==> config.mk <==
export PLATFORM = sky130hd
export DESIGN_NAME = irq_stack_seq
export DESIGN_NICKNAME = d
export VERILOG_FILES = /design/src/rtl/ils_pkg.sv /design/src/rtl/ils_arbiter.sv /design/src/rtl/ils_latch.sv /design/src/rtl/ils_seq.sv /design/src/rtl/irq_stack_seq.sv
export SDC_FILE = /design/constraint.sdc
export NUM_CORES = 1
export LEC_CHECK = 0
export CAP_MARGIN = 20
export CELL_PAD_IN_SITES_DETAIL_PLACEMENT = 0
export CELL_PAD_IN_SITES_GLOBAL_PLACEMENT = 1
export CORE_ASPECT_RATIO = 0.75
export CORE_MARGIN = 1
export CORE_UTILIZATION = 36
export DETAILED_ROUTE_END_ITERATION = 16
export GPL_TIMING_DRIVEN = 0
export PLACE_DENSITY_LB_ADDON = 0.1
export SETUP_SLACK_MARGIN = 0.02
export SKIP_CTS_REPAIR_TIMING = 1
export SYNTH_ARGS = -nofsm -noshare
export SYNTH_HDL_FRONTEND = slang
export SYNTH_HIERARCHICAL = 1
export SYNTH_SLANG_ARGS = --single-unit
==> constraint.sdc <==
create_clock -name clk -period 4.1 [get_ports clk]
set_input_delay 0.82 -clock clk [delete_from_list [all_inputs] [get_ports clk]]
set_output_delay 0.82 -clock clk [all_outputs]
set_load 0.01 [all_outputs]
==> src/rtl/ils_pkg.sv <==
package ils_pkg;
  typedef enum logic [2:0] {
    ST_IDLE = 3'd0,
    ST_PUSH = 3'd1,
    ST_VECH = 3'd2,
    ST_VECL = 3'd3,
    ST_PULL = 3'd4
  } seq_state_e;

  localparam int unsigned FRAME_BYTES = 5;
endpackage

==> src/rtl/ils_arbiter.sv <==
module ils_arbiter #(
  parameter int unsigned N_IRQ = 8,
  localparam int unsigned IW = (N_IRQ > 1) ? $clog2(N_IRQ) : 1
) (
  input  logic [N_IRQ-1:0] req_i,
  output logic             any_o,
  output logic [IW-1:0]    idx_o
);
  // Lowest-numbered active bit wins: scan from the top so the lowest overwrites.
  always_comb begin
    any_o = 1'b0;
    idx_o = '0;
    for (int i = N_IRQ - 1; i >= 0; i--) begin
      if (req_i[i]) begin
        any_o = 1'b1;
        idx_o = IW'(i);
      end
    end
  end
endmodule

==> src/rtl/ils_latch.sv <==
module ils_latch #(
  parameter int unsigned N_IRQ = 8,
  localparam int unsigned IW = (N_IRQ > 1) ? $clog2(N_IRQ) : 1
) (
  input  logic          clk,
  input  logic          rst_n,
  input  logic          mask_i,
  input  logic          any_i,
  input  logic [IW-1:0] win_i,
  input  logic          serviced_i,
  output logic          valid_o,
  output logic [IW-1:0] idx_o
);
  logic          valid_q, valid_n;
  logic [IW-1:0] idx_q, idx_n;
  logic          mask_q;
  logic          release_w;

  assign release_w = mask_q && !mask_i;

  always_comb begin
    valid_n = valid_q;
    idx_n   = idx_q;
    if (serviced_i || (valid_q && release_w)) begin
      valid_n = 1'b0;
    end else if (!valid_q && !mask_i && any_i) begin
      valid_n = 1'b1;
      idx_n   = win_i;
    end
  end

  always_ff @(posedge clk or negedge rst_n) begin
    if (!rst_n) begin
      valid_q <= 1'b0;
      idx_q   <= '0;
      mask_q  <= 1'b1;
    end else begin
      valid_q <= valid_n;
      idx_q   <= idx_n;
      mask_q  <= mask_i;
    end
  end

  assign valid_o = valid_q;
  assign idx_o   = idx_q;

  // nothing but service or a mask fall may change a held result
  assert_frozen_R3: assert property (@(posedge clk) disable iff (!rst_n)
    (valid_q && !serviced_i && !release_w) |=> (valid_q && $stable(idx_q)));
  // no capture while masked
  assert_masked_no_capture_R4: assert property (@(posedge clk) disable iff (!rst_n)
    (!valid_q && mask_i) |=> !valid_q);
endmodule

==> src/rtl/ils_seq.sv <==
module ils_seq
  import ils_pkg::*;
#(
  parameter int unsigned    IW       = 3,
  parameter logic [15:0]    VEC_BASE = 16'hFFFE,
  parameter int unsigned    MASK_BIT = 3
) (
  input  logic          clk,
  input  logic          rst_n,
  input  logic          go_ent_i,
  input  logic          go_rti_i,
  input  logic [IW-1:0] idx_i,
  input  logic [15:0]   pc_i,
  input  logic [7:0]    a_i,
  input  logic [7:0]    x_i,
  input  logic [7:0]    ccr_i,
  input  logic [15:0]   sp_i,
  input  logic [7:0]    rdata_i,
  output logic [15:0]   addr_o,
  output logic [7:0]    wdata_o,
  output logic          wr_o,
  output logic          rd_o,
  output logic          busy_o,
  output logic          done_o,
  output logic [15:0]   pc_o,
  output logic [7:0]    a_o,
  output logic [7:0]    x_o,
  output logic [7:0]    ccr_o,
  output logic [15:0]   sp_o
);
  localparam logic [2:0] LAST = 3'(FRAME_BYTES - 1);

  seq_state_e    st_q, st_n;
  logic [2:0]    cnt_q, cnt_n;
  logic [15:0]   sp_q, sp_n, pc_q, pc_n;
  logic [7:0]    a_q, a_n, x_q, x_n, ccr_q, ccr_n;
  logic [IW-1:0] vidx_q, vidx_n;
  logic          done_q, done_n;
  logic [15:0]   vaddr_w;

  assign vaddr_w = VEC_BASE - (16'(vidx_q) << 1);

  always_comb begin
    st_n = st_q; cnt_n = cnt_q; sp_n = sp_q; pc_n = pc_q;
    a_n = a_q; x_n = x_q; ccr_n = ccr_q; vidx_n = vidx_q;
    done_n = 1'b0;
    addr_o = 16'h0000; wdata_o = 8'h00; wr_o = 1'b0; rd_o = 1'b0;
    unique case (st_q)
      ST_IDLE: begin
        if (go_ent_i) begin
          pc_n = pc_i - 16'd1; a_n = a_i; x_n = x_i; ccr_n = ccr_i;
          sp_n = sp_i; vidx_n = idx_i; cnt_n = '0; st_n = ST_PUSH;
        end else if (go_rti_i) begin
          sp_n = sp_i; cnt_n = '0; st_n = ST_PULL;
        end
      end
      ST_PUSH: begin
        addr_o = sp_q;
        wr_o   = 1'b1;
        unique case (cnt_q)
          3'd0:    wdata_o = pc_q[7:0];
          3'd1:    wdata_o = pc_q[15:8];
          3'd2:    wdata_o = x_q;
          3'd3:    wdata_o = a_q;
          default: wdata_o = ccr_q;
        endcase
        sp_n  = sp_q - 16'd1;
        cnt_n = cnt_q + 3'd1;
        if (cnt_q == LAST) begin
          ccr_n = ccr_q | (8'd1 << MASK_BIT);
          st_n  = ST_VECH;
        end
      end
      ST_VECH: begin
        addr_o = vaddr_w;
        rd_o   = 1'b1;
        pc_n[15:8] = rdata_i;
        st_n   = ST_VECL;
      end
      ST_VECL: begin
        addr_o = vaddr_w + 16'd1;
        rd_o   = 1'b1;
        pc_n[7:0] = rdata_i;
        st_n   = ST_IDLE;
        done_n = 1'b1;
      end
      ST_PULL: begin
        addr_o = sp_q + 16'd1;
        rd_o   = 1'b1;
        sp_n   = sp_q + 16'd1;
        cnt_n  = cnt_q + 3'd1;
        unique case (cnt_q)
          3'd0:    ccr_n = rdata_i;
          3'd1:    a_n = rdata_i;
          3'd2:    x_n = rdata_i;
          3'd3:    pc_n[15:8] = rdata_i;
          default: pc_n[7:0] = rdata_i;
        endcase
        if (cnt_q == LAST) begin
          st_n   = ST_IDLE;
          done_n = 1'b1;
        end
      end
      default: st_n = ST_IDLE;
    endcase
  end

  always_ff @(posedge clk or negedge rst_n) begin
    if (!rst_n) begin
      st_q <= ST_IDLE; cnt_q <= '0; sp_q <= '0; pc_q <= '0;
      a_q <= '0; x_q <= '0; ccr_q <= 8'd1 << MASK_BIT; vidx_q <= '0;
      done_q <= 1'b0;
    end else begin
      st_q <= st_n; cnt_q <= cnt_n; sp_q <= sp_n; pc_q <= pc_n;
      a_q <= a_n; x_q <= x_n; ccr_q <= ccr_n; vidx_q <= vidx_n;
      done_q <= done_n;
    end
  end

  assign busy_o = (st_q != ST_IDLE);
  assign done_o = done_q;
  assign pc_o = pc_q; assign a_o = a_q; assign x_o = x_q;
  assign ccr_o = ccr_q; assign sp_o = sp_q;

  // consecutive pushes walk the stack downward
  assert_push_descends_R6: assert property (@(posedge clk) disable iff (!rst_n)
    (wr_o && st_n == ST_PUSH) |=> (wr_o && addr_o == $past(addr_o) - 16'd1));
  // consecutive pulls walk the stack upward
  assert_pull_ascends_R9: assert property (@(posedge clk) disable iff (!rst_n)
    (st_q == ST_PULL && st_n == ST_PULL) |=> (rd_o && addr_o == $past(addr_o) + 16'd1));
  // completion lasts a single cycle
  assert_done_pulse_R8: assert property (@(posedge clk) disable iff (!rst_n)
    done_o |=> !done_o);
  // bus is quiet when no sequence runs
  assert_idle_quiet_R11: assert property (@(posedge clk) disable iff (!rst_n)
    !busy_o |-> (!wr_o && !rd_o));
endmodule

==> src/rtl/irq_stack_seq.sv <==
module irq_stack_seq #(
  parameter int unsigned N_IRQ    = 8,
  parameter logic [15:0] VEC_BASE = 16'hFFFE,
  parameter int unsigned MASK_BIT = 3
) (
  input  logic             clk,
  input  logic             rst_n,
  input  logic [N_IRQ-1:0] irq_req_i,
  input  logic             mask_i,
  input  logic             take_i,
  input  logic             rti_i,
  input  logic [15:0]      cpu_pc_i,
  input  logic [7:0]       cpu_a_i,
  input  logic [7:0]       cpu_x_i,
  input  logic [7:0]       cpu_ccr_i,
  input  logic [15:0]      cpu_sp_i,
  input  logic [7:0]       bus_rdata_i,
  output logic [15:0]      bus_addr_o,
  output logic [7:0]       bus_wdata_o,
  output logic             bus_wr_o,
  output logic             bus_rd_o,
  output logic [N_IRQ-1:0] irq_ack_o,
  output logic             pending_o,
  output logic             busy_o,
  output logic             done_o,
  output logic [15:0]      ld_pc_o,
  output logic [7:0]       ld_a_o,
  output logic [7:0]       ld_x_o,
  output logic [7:0]       ld_ccr_o,
  output logic [15:0]      ld_sp_o
);
  localparam int unsigned IW = (N_IRQ > 1) ? $clog2(N_IRQ) : 1;

  logic          any_w, valid_w, go_ent_w, go_rti_w;
  logic [IW-1:0] win_w, idx_w;

  ils_arbiter #(.N_IRQ(N_IRQ)) u_arb (
    .req_i(irq_req_i), .any_o(any_w), .idx_o(win_w)
  );

  ils_latch #(.N_IRQ(N_IRQ)) u_latch (
    .clk(clk), .rst_n(rst_n), .mask_i(mask_i), .any_i(any_w), .win_i(win_w),
    .serviced_i(go_ent_w), .valid_o(valid_w), .idx_o(idx_w)
  );

  assign go_ent_w  = take_i && !busy_o && valid_w;
  assign go_rti_w  = rti_i && !busy_o && !take_i;
  assign irq_ack_o = go_ent_w ? (N_IRQ'(1) << idx_w) : '0;
  assign pending_o = valid_w;

  ils_seq #(.IW(IW), .VEC_BASE(VEC_BASE), .MASK_BIT(MASK_BIT)) u_seq (
    .clk(clk), .rst_n(rst_n), .go_ent_i(go_ent_w), .go_rti_i(go_rti_w),
    .idx_i(idx_w), .pc_i(cpu_pc_i), .a_i(cpu_a_i), .x_i(cpu_x_i),
    .ccr_i(cpu_ccr_i), .sp_i(cpu_sp_i), .rdata_i(bus_rdata_i),
    .addr_o(bus_addr_o), .wdata_o(bus_wdata_o), .wr_o(bus_wr_o), .rd_o(bus_rd_o),
    .busy_o(busy_o), .done_o(done_o), .pc_o(ld_pc_o), .a_o(ld_a_o),
    .x_o(ld_x_o), .ccr_o(ld_ccr_o), .sp_o(ld_sp_o)
  );

  // acknowledge names one source only
  assert_ack_onehot_R5: assert property (@(posedge clk) disable iff (!rst_n)
    $onehot0(irq_ack_o));
  // an acknowledge always starts a sequence
  assert_ack_starts_R5: assert property (@(posedge clk) disable iff (!rst_n)
    (irq_ack_o != '0) |=> busy_o);
  // no acknowledge while a sequence runs
  assert_busy_no_ack_R10: assert property (@(posedge clk) disable iff (!rst_n)
    busy_o |-> (irq_ack_o == '0));
endmodule

==> summary.txt, run 1 <==
Run status
  – Status: completed

Pwr
  – Clock Power Share: 13.4%
  – Final Power: 6.08 mW
  – NetSw: between 2 and 3 mW
  – Pwr dens: about 840 nW/um^2
  – Cell leakage power: 2.81 nW
  – Maximum VDD drop: roughly 340 uV
  – Int Pwr: around 3.2 mW
  – Sw Ratio: 47.1%
  – Sequential Power Share: roughly 23%
  – Combinational share of power: a little under two thirds

GRT
  – All-layer global routing usage: ~28%
  – Global-route wire length before repair: between 30,000 and 40,000 um
  – Vias in the first global route: between 5,000 and 6,000
  – Initial antenna violation count: 0
  – Pin count of the biggest net entering global routing: 53
  – Congestion Overflow GR: 0

Yosys
  – Syn Std Cell Area: between 4000 and 5000 sq um
  – Sequential-to-total area share from yosys stat: between 30% and 40%
  – Predominant post-synthesis flop cell: dfrtp_1
  – EDFF count, synth: 0
  – Syn nets: roughly 700
  – Asr flop ratio synth: 100%
  – Synth Area per Inst: 8.12 sq um
  – Count of different cell masters after synthesis: between 70 and 80
  – Register bit total from synthesis: between 70 and 80
  – Synth warn: 6
  – Gate Count Post-Synth: about 600

Routing
  – Pre-Repair DR Iteration Count: 7
  – Iter 0 DRT Violations: ~500
  – Routed Antenna Nets: 0
  – Drt wl/cell: just over 20 um
  – Routed vias: 5,675
  – Final wirelength: 19,800 um
  – Via density: between 5 and 6
  – DRC Markers: 0

Setup path
  – Critical path capture point type: primary output
  – Crit path cell chain: clkbuf_1 -> and4_1 -> clkbuf_1 -> nand2_1 -> o31a_1 -> o21ai_0 -> o21ai_0 -> clkdlybuf4s50_1
  – Startpoint types: flop
  – Crit path buf inv count: 3
  – Data arrival, critical path: 3.08 ns
  – CP max stage delay: ~0.50 ns
  – Slowest stage cell, crit path: clkdlybuf4s50_1
  – Reg2reg setup slack: approximately 0.34 ns
  – Crit path max fanout: 10
  – Worst setup path class: reg2out
  – CP delay by family, top: buffers and inverters
  – Req. time, crit path: around 3.3 ns

Layout
  – Layout Area Growth over Synthesis: 45.1%
  – FF+latch area: between 1500 and 2000 sq um
  – Multi-input gate area: approximately 2900 sq um
  – Cell area after layout: 7220 sq um
  – Share of layout cells above drive strength 1: slightly below 7%
  – # diodes: 0
  – Nets: approximately 880
  – Fill count: approximately 1,200

Floorplan
  – Die area: approximately 14,000 sq um
  – IO Count: 170
  – Core ar.: approximately 13,000 sq um
  – Die H: 104 um
  – Row Count: 36
  – DIE WIDTH: 138 um
  – Initial core utilization: a little under two fifths

STA
  – Clock skew: between 0.008 and 0.009 ns
  – RSZ-0062 raised after global routing: no
  – Period utilization: a little over nine tenths
  – Fmax: ~260 MHz
  – Fin crit period: between 3 and 4 ns
  – Hold violation count in the final report: 0
  – Slew Viols, Final: 0
  – Slew @ Worst Pin: 1.13 ns
  – Max-Slew Margin vs Limit: roughly a quarter
  – Setup ws final: around 0.20 ns
  – Setup violators final: 0

Clock tree
  – Clock Pin Slew Worst Setup and Hold Paths: approximately 0.06 ns
  – CTS buffer count: 9
  – CTS max path bufs: 2
  – Worst-skew pair later-pin latency: approximately 0.34 ns
  – CTS H-tree lvls: 3
  – Clk root buf: clkbuf_16
  – Clk sinks: 71
  – CTS tree: built

Placement
  – Gpl congestion: between 0.9 and 1
  – # port buffers: around 170
  – DP Wirelength: roughly 15,000 um
  – Pre-CTS WS: approximately 0.43 ns
  – Cell area after placement: just under 7000 sq um

Hold path
  – HP Class: in2async

Job
  – Max cap viols: 0
==> routing by layer <==
| layer | share of wire (%) | GRT usage [%] | vias to the layer above |
|---|---|---|---|
| li1 | - | - | 2618 |
| met1 | 49 | 43.7 | 2746 |
| met2 | 41 | 38.8 | 294 |
| met3 | 9.0 | 6.07 | 17 |
| met4 | 0.95 | 5.98 | 0 |
| met5 | 0 | 0 | - |
==> worst register-to-register path: stages, from the launching register on <==
cell and delay, ns:
dfrtp_1 0.44, buf_2 0.22, clkbuf_1 0.26, or3_1 0.52
nor3b_1 0.42, nor2_1 0.18, a21boi_1 0.74, clkbuf_1 0.58
nand3_1 0.18, o2111ai_1 0.13
==> cells in the mapped netlist, types with 4 or more instances <==
cell type	number	share of area, %
clkbuf_1	41	3.1
inv_1	14	1.1
nor4_1	8	1.0
a211oi_1	9	1.4
xnor2_1	15	2.6
nor2_1	63	4.8
nand3b_1	4	0.60
nor3_1	12	1.2
a222oi_1	9	1.8
o22ai_1	7	0.88
mux2_2	6	1.4
a21o_1	6	0.90
dfrtp_1	69	35
nor2b_1	6	0.75
a221oi_1	11	1.9
nand2_1	64	4.8
xor2_1	7	1.2
nand3_1	17	1.7
or4_1	4	0.60
and2_1	10	1.3
ha_1	8	2.0
a21oi_1	60	6.0
o211ai_1	4	0.60
a22oi_1	6	0.90
o21ai_1	10	1.0
o31ai_1	5	0.75
o21ai_0	56	5.6
nand2b_1	7	0.88
==> stage by stage <==
step | hold WS [ns] | instances | setup TNS (ns) | utilization (%)
final | 0.359 | 970 | 0 | 54.5
after global placement | 0.491 | 953 | -28.59 | 52.0
after global routing | 0.373 | 970 | 0 | 54.5
after floorplan | 0.481 | 613 | 0 | -
after detailed placement | 0.493 | 954 | 0 | 52.2
after CTS | 0.367 | 970 | 0 | 54.5
==> kinds of logic after synthesis <==
group                    Yosys count  share of synthesized area (%)
adder cells (fa/ha/maj)            8                           2.01
AND/OR/NAND/NOR                  228                           23.8
AO/OA/AOI/OAI                    213                           27.4
flip-flops                        71                           35.7
XOR/XNOR                          22                           3.87
buffers and inverters             62                           5.15
multiplexers                       9                           1.96
==> flip-flops by register name (all words and copies together) (netlist names), 3 cells and up <==
name,flops
u_seq/ccr_o,8
u_seq/sp_o,16
u_seq/x_o,8
u_latch/idx_o,3
u_seq/cnt_q,3
u_seq/st_q,3
u_seq/vidx_q,3
u_seq/pc_o,16
u_seq/a_o,8
==> cell usage in the layout (no fill, tap or decap), drive strengths merged, types with 7 or more instances in the layout <==
cell,instances
a211oi,9
a21o,7
a21oi,61
a221oi,12
a222oi,9
and2,10
buf,7
clkbuf,54
clkdlybuf4s50,168
dfrtp,69
ha,8
inv,14
nand2,64
nand2b,7
nand3,17
nor2,66
nor3,15
nor4,11
o21ai,66
o22ai,7
xnor2,15
xor2,7
==> power groups by stage <==
stage | combinational, mW | clock, mW | sequential, mW
global placement | 3.75 | 0 | 1.38
CTS | 3.81 | 0.825 | 1.38
floorplan | 2.01 | 0 | 1.41
detailed placement | 3.80 | 0 | 1.39
global route | 4.18 | 0.861 | 1.43
finish | 3.87 | 0.815 | 1.39
==> layout make-up <==
type / count / area share [%]
Buffer: 48 / 2.82
Clock buffer: 11 / 3.50
Clock inverter: 5 / 0.779
Inverter: 14 / 0.728
Multi-Input combinational cell: 480 / 40.8
Sequential cell: 71 / 24.6
Tap cell: 171 / 2.96
Timing Repair Buffer: 170 / 23.8
==> path summary, 6_finish.rpt <==
path / cells past startpoint / from / end
max in group asynchronous: 2 / rst_n / u_seq/ccr_o[3]
worst max-delay path: 8 / u_seq/sp_o[5] / bus_addr_o[15]
worst min-delay path: 1 / rst_n / u_seq/sp_o[10]
min in group clk: 1 / u_seq/pc_o[7] / u_seq/pc_o[7]
worst max register to register: 9 / u_seq/st_q[1] / u_seq/sp_o[14]
worst min register to register: 1 / u_seq/pc_o[7] / u_seq/pc_o[7]
Note: power is estimated with default switching activity, not from simulation.
==> run 2, diff against run 1 <==
- CORE_MARGIN: 1 -> 4
- CORE_UTILIZATION: 36 -> 33
- clock period: 4.1 -> 4 ns (I/O delays scaled with it)
==> run 2 against run 1 <==
  * Flip-flop and latch count unchanged
  * Wire length increased by 4.1%
  * Clock power decreased by 7.1%
  * Clock skew decreased by 0.00078 ns
  * Clock-buffer cell count unchanged
  * Critical path type unchanged
==> summary.txt, run 2 (same netlist as run 1, synthesis figures left out) <==
STA
  – Slew Viols, Final: 0 (unchanged)
  – RSZ-0062 raised after global routing: no
  – Max-Slew Margin vs Limit: 31.3% (+6.9 points)
  – Clock skew: 0.00816 ns (-0.000778 ns)
  – Setup violators final: 0 (unchanged)
  – Slew @ Worst Pin: 1.03 ns (-0.104 ns)
  – Fin crit period: around 3.8 ns
  – Period utilization: a little over nine tenths
  – Hold violation count in the final report: 0 (unchanged)
  – Fmax: 260 MHz

GRT
  – Met3 Resource Use GR: 4.19% (-1.9 points)
  – Met2 Track Usage GR: 33.3% (-5.5 points)
  – Global-route wire length before repair: 31,300 um (+3.5%)
  – Met1 track demand over resource: 38.0% (-5.6 points)
  – Initial antenna violation count: 0 (unchanged)
  – All-layer global routing usage: 23.7% (-4.4 points)
  – Vias in the first global route: 5,378 (+0.66%)
  – Congestion Overflow GR: 0 (unchanged)
  – Pin count of the biggest net entering global routing: 62 (+17%)
  – Global route hottest layer: met1

Routing
  – Final wirelength: 20,600 um (+4.1%)
  – DRC Markers: 0 (unchanged)
  – Routed Antenna Nets: 0 (unchanged)
  – Via density: 5.62 (-3.9%)
  – Iter 0 DRT Violations: 698 (+40%)
  – Drt wl/cell: 20.7 um (+1.2%)
  – Pre-Repair DR Iteration Count: 7 (unchanged)
  – Routed vias: 5,607 (-1.2%)

Pwr
  – Clock Power Share: 12.3% (-1.1 points)
  – Cell leakage power: 2.79 nW (-0.67%)
  – Int Pwr: 3.21 mW (about the same)
  – Combinational share of power: 64.4% (+0.7 points)
  – Sw Ratio: 47.9% (+0.74 points)
  – Sequential Power Share: 23.4% (+0.5 points)
  – Maximum VDD drop: 386 uV (+14%)
  – Final Power: 6.16 mW (+1.4%)
  – NetSw: 2.95 mW (+3.1%)
  – Pwr dens: 853 nW/um^2 (+1.4%)

Floorplan
  – Row Count: 38 (+5.6%)
  – Die area: 17,100 sq um (+20%)
  – DIE WIDTH: 150 um (+8.7%)
  – Core ar.: 14,600 sq um (+10%)
  – IO Count: 170 (unchanged)
  – Die H: 114 um (+10%)
  – Initial core utilization: 34.1% (-3.5 points)

Setup path
  – FF-to-FF End: u_seq/sp_o[14]
  – RR Startpoint: u_seq/st_q[1]
  – Reg2Reg Depth: 9 (unchanged)
  – Req. time, crit path: 3.20 ns (-0.08 ns)
  – Critical path capture point type: primary output
  – Startpoint types: flop
  – CP max stage delay: 0.51 ns (about the same)
  – Reg2reg setup slack: 0.26 ns (-0.08 ns)
  – Crit path max fanout: 8 (-2)
  – Crit path cell chain: clkbuf_1 -> and4_1 -> clkbuf_1 -> nand2_1 -> o31a_1 -> o21ai_0 -> o21ai_0 -> clkdlybuf4s50_1
  – Data arrival, critical path: 3.04 ns (-0.04 ns)
  – Worst setup path class: reg2out
  – Slowest stage cell, crit path: clkdlybuf4s50_1
  – Setup crit start: u_seq/sp_o[6]

Placement
  – # port buffers: 169 (unchanged)
  – DP Wirelength: 16,100 um (+6.6%)
  – Gpl congestion: 0.883 (-2.7%)
  – Cell area after placement: 6940 sq um (+0.53%)

Clock tree
  – CTS tree: built
  – Clk root buf: clkbuf_16
  – CTS H-tree lvls: 3 (unchanged)
  – Clock Pin Slew Worst Setup and Hold Paths: 0.06 ns (about the same)
  – Worst-skew pair later-pin latency: 0.34 ns (about the same)
  – Clk sinks: 71 (unchanged)
  – CTS max path bufs: 2 (unchanged)
  – CTS buffer count: 9 (unchanged)

Run status
  – Status: completed

Layout
  – Nets: 877 (-0.23%)
  – Commonest non-fill, non-tap cell in the layout: clkdlybuf4s50_1
  – Cell area after layout: 7230 sq um (about the same)
  – Most frequent cells in the layout: clkdlybuf4s50_1, dfrtp_1, nand2_1
  – # diodes: 0 (unchanged)
  – Fill count: 1,453 (+17%)
  – Share of layout cells above drive strength 1: 6.78% (+0.017 points)
  – Layout Area Growth over Synthesis: 45.2% (about the same)
  – Final design utilization: 49.5% (-5.0 points)

Job
  – Max cap viols: 0 (unchanged)

Hold path
  – HP Class: in2async
## run 2: cell types whose count changed in the layout (fill, tap and decap cells not counted), sizes merged
cell      delta
clkinvlp     +1
clkbuf       -1
buf          -1
bufinv       -1
## run 2: metal layers
layer,vias to the layer above,share of wire (%)
li1,2627,-
met4,0,0.67
met5,-,0
met3,11,7.1
met1,2747,50
met2,222,42
## run 2: power groups by stage
stage	combinational, mW	clock, mW	sequential, mW
2_1_floorplan	2.06	0	1.45
3_3_place_gp	3.89	0	1.42
3_5_place_dp	3.92	0	1.43
4_1_cts	3.94	0.776	1.42
5_1_grt	4.29	0.808	1.50
6_report	3.97	0.757	1.44
## run 2: worst max-delay path by stage
stage | slack [ns] | to | cells past startpoint
after global placement | -0.61 | u_seq/pc_o[0] | 1
after floorplan | 1.11 | u_seq/pc_o[1] | 9
after detailed placement | 0.28 | u_seq/pc_o[6] | 9
after CTS | 0.11 | bus_addr_o[15] | 6
final | 0.16 | bus_addr_o[15] | 8
after global routing | 0.03 | u_seq/sp_o[13] | 9
## run 2: final cells by class
class	instances	area, sq um	share of cell area [%]
inverter	14	52.6	0.727
multi-input combinational	480	2960	40.9
tap	200	250	3.46
buffer	46	198	2.73
sequential	71	1780	24.6
clock inverter	5	33.8	0.467
clock buffer	11	243	3.36
timing repair buffer	170	1720	23.7
## run 2: worst max-delay path: cells and delay by family, from the launching register on
family / cells / cell delay (ns)
AND/OR/NAND/NOR: 2 / 0.49
AO/OA/AOI/OAI: 3 / 0.74
flip-flops: 1 / 0.34
buffers and inverters: 3 / 1.13
## run 2: stage by stage
stage	hold WS, ns	setup WS [ns]	setup TNS [ns]	std cells
after floorplan	0.481	1.11	0	613
after global placement	0.498	-0.607	-41.19	982
after detailed placement	0.509	0.279	0	983
after CTS	0.302	0.108	0	999
after global routing	0.311	0.0308	0	997
final	0.304	0.156	0	997
